==> config.mk <==
export PLATFORM = sky130hd
export DESIGN_NAME = scl_phase_gen
export DESIGN_NICKNAME = d
export VERILOG_FILES = /design/src/rtl/scl_tg_pkg.sv /design/src/rtl/scl_tg_tick.sv /design/src/rtl/scl_tg_sync.sv /design/src/rtl/scl_phase_gen.sv
export SDC_FILE = /design/constraint.sdc
export NUM_CORES = 1
export LEC_CHECK = 0
export CAP_MARGIN = 40
export CORE_UTILIZATION = 50
export CTS_CLUSTER_DIAMETER = 40
export DETAILED_ROUTE_END_ITERATION = 7
export GPL_ROUTABILITY_DRIVEN = 0
export GPL_TIMING_DRIVEN = 0
export PLACE_DENSITY = 0.87
export REMOVE_ABC_BUFFERS = 1
export SKIP_CTS_REPAIR_TIMING = 1
export SLEW_MARGIN = 20
export SYNTH_ARGS = -nofsm -noshare
export SYNTH_HDL_FRONTEND = slang
export SYNTH_SLANG_ARGS = --single-unit
==> constraint.sdc <==
create_clock -name clk -period 4.9 [get_ports clk]
set_input_delay 0.98 -clock clk [delete_from_list [all_inputs] [get_ports clk]]
set_output_delay 0.98 -clock clk [all_outputs]
set_load 0.01 [all_outputs]
==> src/rtl/scl_tg_pkg.sv <==
package scl_tg_pkg;

    // phase of the SCL sequencer
    typedef enum logic [2:0] {
        PH_IDLE,
        PH_SHOLD,   // START hold, SCL released
        PH_LOW,     // SCL pulled low
        PH_HIGH,    // SCL released, data high phase
        PH_PSET     // STOP setup, SCL released
    } phase_e;

    // strobes handed to the byte engine
    typedef struct packed {
        logic sda_slot;
        logic sample_slot;
        logic start_held;
        logic stop_ready;
    } slot_t;

endpackage

==> src/rtl/scl_tg_tick.sv <==
module scl_tg_tick #(
    parameter int DIV_W = 4
) (
    input  logic             clk,
    input  logic             rst,
    input  logic             clr,
    input  logic             en,
    input  logic [DIV_W-1:0] div,
    output logic             tick
);
    logic [DIV_W-1:0] dcnt;
    logic [DIV_W-1:0] div_eff;

    assign div_eff = (div == '0) ? DIV_W'(1) : div;
    assign tick    = en && (dcnt == div_eff - DIV_W'(1));

    always_ff @(posedge clk) begin
        if (rst || clr)
            dcnt <= '0;
        else if (en)
            dcnt <= tick ? '0 : dcnt + DIV_W'(1);
    end

    // after a count tick the divider restarts from zero
    a_r6_tick_wrap: assert property (@(posedge clk) disable iff (rst)
        tick |=> (dcnt == '0));

endmodule

==> src/rtl/scl_tg_sync.sv <==
module scl_tg_sync #(
    parameter int STAGES = 2
) (
    input  logic clk,
    input  logic rst,
    input  logic d,
    output logic q
);
    logic [STAGES-1:0] sr;

    always_ff @(posedge clk) begin
        if (rst)
            sr <= '1;
        else
            sr <= {sr[STAGES-2:0], d};
    end

    assign q = sr[STAGES-1];

endmodule

==> src/rtl/scl_phase_gen.sv <==
module scl_phase_gen
    import scl_tg_pkg::*;
#(
    parameter int DIV_W    = 4,
    parameter int LO_W     = 8,
    parameter int SYNC_LEN = 2
) (
    input  logic             clk,
    input  logic             rst,
    input  logic             start_req,
    input  logic             finish_req,
    input  logic             hold_low,
    input  logic [DIV_W-1:0] clk_div,
    input  logic [LO_W-1:0]  low_cnt_lo,
    input  logic             low_cnt_b8,
    input  logic [LO_W-1:0]  high_cnt_lo,
    input  logic             high_cnt_b8,
    input  logic             scl_in,
    output logic             scl_pull,
    output logic             sda_slot,
    output logic             sample_slot,
    output logic             start_held,
    output logic             stop_ready
);
    localparam int CNT_W = LO_W + 1;

    phase_e           state, state_nxt;
    logic [CNT_W-1:0] cnt;
    logic [CNT_W-1:0] low_eff, high_eff, target;
    logic             scl_s;
    logic             released, run, tick, last, dclr, seen_q;
    slot_t            slots;

    // nine-bit counts, zero behaves as one
    function automatic logic [CNT_W-1:0] eff_cnt(input logic msb, input logic [LO_W-1:0] lo);
        logic [CNT_W-1:0] v;
        v = {msb, lo};
        return (v == '0) ? CNT_W'(1) : v;
    endfunction

    assign low_eff  = eff_cnt(low_cnt_b8, low_cnt_lo);
    assign high_eff = eff_cnt(high_cnt_b8, high_cnt_lo);
    assign target   = (state == PH_LOW) ? low_eff : high_eff;

    scl_tg_sync #(.STAGES(SYNC_LEN)) u_sync (
        .clk (clk),
        .rst (rst),
        .d   (scl_in),
        .q   (scl_s)
    );

    // released phases count only once the line is seen high
    assign released = (state == PH_SHOLD) || (state == PH_HIGH) || (state == PH_PSET);
    assign run      = (state == PH_LOW) ? !hold_low : (released && scl_s);

    scl_tg_tick #(.DIV_W(DIV_W)) u_tick (
        .clk  (clk),
        .rst  (rst),
        .clr  (dclr),
        .en   (run),
        .div  (clk_div),
        .tick (tick)
    );

    assign last = tick && (cnt == target - CNT_W'(1));

    always_comb begin
        state_nxt = state;
        case (state)
            PH_IDLE:  if (start_req) state_nxt = PH_SHOLD;
            PH_SHOLD: if (last)      state_nxt = PH_LOW;
            PH_LOW:   if (last)      state_nxt = finish_req ? PH_PSET : PH_HIGH;
            PH_HIGH:  if (last)      state_nxt = PH_LOW;
            PH_PSET:  if (last)      state_nxt = PH_IDLE;
            default:                 state_nxt = PH_IDLE;
        endcase
    end

    assign dclr = (state != state_nxt) || (state == PH_IDLE) || (released && !scl_s);

    always_ff @(posedge clk) begin
        if (rst) begin
            state  <= PH_IDLE;
            cnt    <= '0;
            seen_q <= 1'b0;
        end else begin
            state <= state_nxt;
            if (state != state_nxt || (released && !scl_s))
                cnt <= '0;
            else if (tick)
                cnt <= cnt + CNT_W'(1);
            if (state != state_nxt)
                seen_q <= 1'b0;
            else if (state == PH_HIGH && scl_s)
                seen_q <= 1'b1;
        end
    end

    always_comb begin
        slots.sda_slot    = (state == PH_LOW) && tick && (cnt == (low_eff >> 1));
        slots.sample_slot = (state == PH_HIGH) && scl_s && !seen_q;
        slots.start_held  = (state == PH_SHOLD) && last;
        slots.stop_ready  = (state == PH_PSET) && last;
    end

    assign scl_pull    = (state == PH_LOW);
    assign sda_slot    = slots.sda_slot;
    assign sample_slot = slots.sample_slot;
    assign start_held  = slots.start_held;
    assign stop_ready  = slots.stop_ready;

    // the phase counter never reaches its target
    a_r2_cnt_bound: assert property (@(posedge clk) disable iff (rst)
        (state != PH_IDLE) |-> (cnt < target));

    // a high phase cannot end while the line is still seen low
    a_r3_wait_high: assert property (@(posedge clk) disable iff (rst)
        (state == PH_HIGH && !scl_s) |=> (state == PH_HIGH));

    // the sample strobe is a single-cycle pulse
    a_r8_sample_once: assert property (@(posedge clk) disable iff (rst)
        sample_slot |=> !sample_slot);

    // the START hold is followed by a low phase
    a_r9_start_to_low: assert property (@(posedge clk) disable iff (rst)
        start_held |=> scl_pull);

    // after STOP setup the generator sits idle with SCL released
    a_r10_stop_idle: assert property (@(posedge clk) disable iff (rst)
        stop_ready |=> (!scl_pull && state == PH_IDLE));

    // hold freezes the low-phase count
    a_r11_hold_freeze: assert property (@(posedge clk) disable iff (rst)
        (state == PH_LOW && hold_low) |=> (state == PH_LOW && $stable(cnt)));

endmodule

==> flow_summary.yaml <==
detailed_routing:
  num_vias: 1698
  drtIter0Drc: 157
  wire_per_inst_um: 14.7
  first_pass_iters: 4
  ant_nets: 0
  drc: 0
  viasPerCell: 5.86
  postRouteWirelength_mm: 4.27
global_routing:
  grt_usage_pct: 22.8
  grt_max_degree: 19
  grt_pass1_wl_mm: 6.47
  overflow: 0
  antenna_found_initial: 0
  grt_pass1_vias: 1480
status:
  status: "completed"
cells_and_area:
  layout-drive-gt1-share_pct: 10.2
  fin_nets: 277
  stdcell_area_um2: 2170
  antennaDiodeCount: 0
  finalNonFillerCells: 290
  nFillCells: 283
  area_growth_pct: 24.3
cts:
  cts_max_level: 1
  clkSinkCount: 19
  clock_latency_ns: 0.29
  numCtsBuffers: 3
  cts.clk_slew.worst_paths_ns: 0.11
  tritoncts: "yes"
  root_buffer: "clkbuf_4"
  cts_buffer_depth: 2
setup_path:
  crit_slowest_cell: "clkdlybuf4s50_1"
  crit_path_cell_trace: "clkdlybuf4s50_1, nor4_2, a211o_1, nand2_1, ha_1, xnor2_1, xnor2_1, nand2_1, nor4b_4, nand3_2, nor3_1, dlymetal6s2s_1"
  start_kind: "primary input"
  crit_path_max_incr_delay_ns: 0.54
  rrSetupSlack_ns: 1.31
  cp.required_ns: 3.92
  rr_startpoint: "state[0]$_SDFF_PP0_"
  endpoint_kind: "output port"
  r2r_cells: 11
  cp.arrival_ns: 3.68
  worstReg2RegEnd: "cnt[5]$_SDFFE_PP0P_"
  worst-path-max-fanout: 7
  worst-setup-path-type: "primary input to output port"
power_and_ir_drop:
  p_leak_nw: 0.848
  power.internal_uw: 232
  seqPwrFrac_pct: 48.8
  ir_worst_vdd_v: 0.000114
  switchingPower_uw: 93.2
  powerDensity_nw_per_um2: 150
  p_comb_share_pct: 27.3
  power.total_uw: 326
  netSwitchingFraction_pct: 28.6
  p_clk_share_pct: 23.9
floorplan:
  dieHeight_um: 61.1
  coreArea_um2: 3340
  placementRows: 21
  start_util_pct: 52.3
  die_area_um2: 3730
  die_w_um: 61.1
  num_io_pins: 33
hold_path:
  whs_endpoint: "u_sync.sr[1]$_SDFF_PP1_"
  hp-class: "flop to flop"
  whs_path_depth: 1
  hp-start: "u_sync.sr[0]$_SDFF_PP1_"
timing:
  fin_setup_tns_ns: 0
  finClkSkew_ns: 0.0114
  hold_viol_final: 0
  rsz0062_at_grt: "false"
  period_share_pct: 95.2
  holdWs_ns: 0.425
  min_period_ns: 4.66
  slew_viol_final: 0
  setup_viol: 0
  clock.fmax_mhz: 214
  tightest_slew_ns: 0.672
  max_slew_margin_pct: 55.2
synth:
  ys_seq_area_share_pct: 21.8
  yosys_warnings: 0
  synth_edf_count: 0
  synth_top_area_share_pct: 21.8
  yosys.area.top_type: "dfxtp_1"
  synth_area_um2: 1750
  yosysUniqueCellTypes: 50
  synth_flop_cell: "dfxtp_1"
  ys_seq_elements: 19
  synth_cells: 216
  synthTopCellsByCount: "xnor2_1 (28), nor3_1 (21), dfxtp_1 (19)"
  avgSynthCellArea_um2: 8.09
  yosys-top-cells-area: "dfxtp_1 (22%), xnor2_1 (14%), mux2i_1 (6.3%)"
  async_reset_ff_share_pct: 0
  yosysMostFrequentCell: "xnor2_1"
place:
  dp_hpwl_mm: 3.13
  dp_cells: 283
  port_buffers: 32
  post_dp_cell_area_um2: 2050
run:
  cap_viol_max_count: 0
through the flow:
stage	util, %	setup slack, ns
4_1_cts	62.4	-0.723
2_1_floorplan	-	0.773
3_3_place_gp	61.6	-0.690
6_report	65.1	0.236
5_1_grt	65.1	0.0378
3_5_place_dp	61.6	-0.691
worst max-delay path by stage:
stage,startpoint,to,slack [ns]
after floorplan,low_cnt_lo[3],stop_ready,0.77
final,high_cnt_lo[2],stop_ready,0.24
after global routing,clk_div[1],start_held,0.04
after CTS,low_cnt_lo[3],stop_ready,-0.72
after detailed placement,low_cnt_lo[3],stop_ready,-0.69
after global placement,low_cnt_lo[3],stop_ready,-0.69
final cells by class:
class                           instances  area, um2  area share [%]
Clock buffer                            4       26.3            1.21
Sequential cell                        19        380            17.5
Timing Repair Buffer                   35        358            16.5
Multi-Input combinational cell        180       1330            61.1
Tap cell                               46       57.6            2.65
Inverter                                6       22.5            1.04
critical path, delay by kind of cell:
family                     cells  cell delay (ns)
and+or+nand+nor                6             1.15
buffers and inverters          2             0.72
xor gates and xnor gates       2             0.34
adders and majority gates      1             0.27
AOI/OAI and AO/OA              1             0.22
power by group through the flow:
stage | clock, mW | sequential [mW] | combinational, mW
after global placement | 0 | 0.162 | 0.0819
after global routing | 0.0857 | 0.159 | 0.0957
after floorplan | 0 | 0.162 | 0.0447
after CTS | 0.0804 | 0.159 | 0.0838
final | 0.0777 | 0.159 | 0.0888
after detailed placement | 0 | 0.162 | 0.0832
registers in the layout (all words and copies together) (netlist names):
| signal | cells |
|---|---|
| u_sync.sr | 2 |
| seen_q | 1 |
| cnt | 9 |
| u_tick.dcnt | 4 |
| state | 3 |
placed cells by master (no fill, tap or decap), types with 2 or more instances in the layout:
master | synthesis | final
a211o_1 | 2 | 2
nor4_1 | 9 | 5
dlymetal6s2s_1 | 0 | 6
or2_2 | 3 | 3
or4_1 | 2 | 2
a21oi_1 | 7 | 7
o21ai_0 | 6 | 6
dfxtp_1 | 19 | 19
nor3_1 | 21 | 21
xor2_1 | 9 | 9
clkbuf_4 | 0 | 3
nor4_2 | 0 | 2
inv_1 | 5 | 5
buf_4 | 1 | 3
and3_1 | 2 | 2
xnor2_1 | 28 | 28
a21boi_0 | 3 | 3
nor4_4 | 0 | 2
nor4bb_1 | 3 | 3
ha_1 | 4 | 4
nor2_1 | 11 | 11
mux2i_1 | 11 | 11
nand2_1 | 15 | 15
or3_1 | 2 | 2
or2_4 | 1 | 2
nand3_1 | 6 | 5
nand4_1 | 11 | 11
clkdlybuf4s50_1 | 0 | 26
o31ai_1 | 2 | 2
routing by layer:
layer	global-route usage, %	vias to the layer above	share of wire [%]
li1	-	852	-
met1	29.6	800	46
met2	39.6	42	50
met3	2.73	4	3.1
met4	6.49	0	0.75
met5	0	-	0
cells by family after synthesis:
group                      synth area share, %
DFF                                       21.8
muxes                                     6.30
and+or+nand+nor                           30.9
AOI/OAI and AO/OA                         14.3
buffers and inverters                     5.30
xor gates and xnor gates                  18.6
adders and majority gates                 2.87
Power figures use the tool's default switching activity.
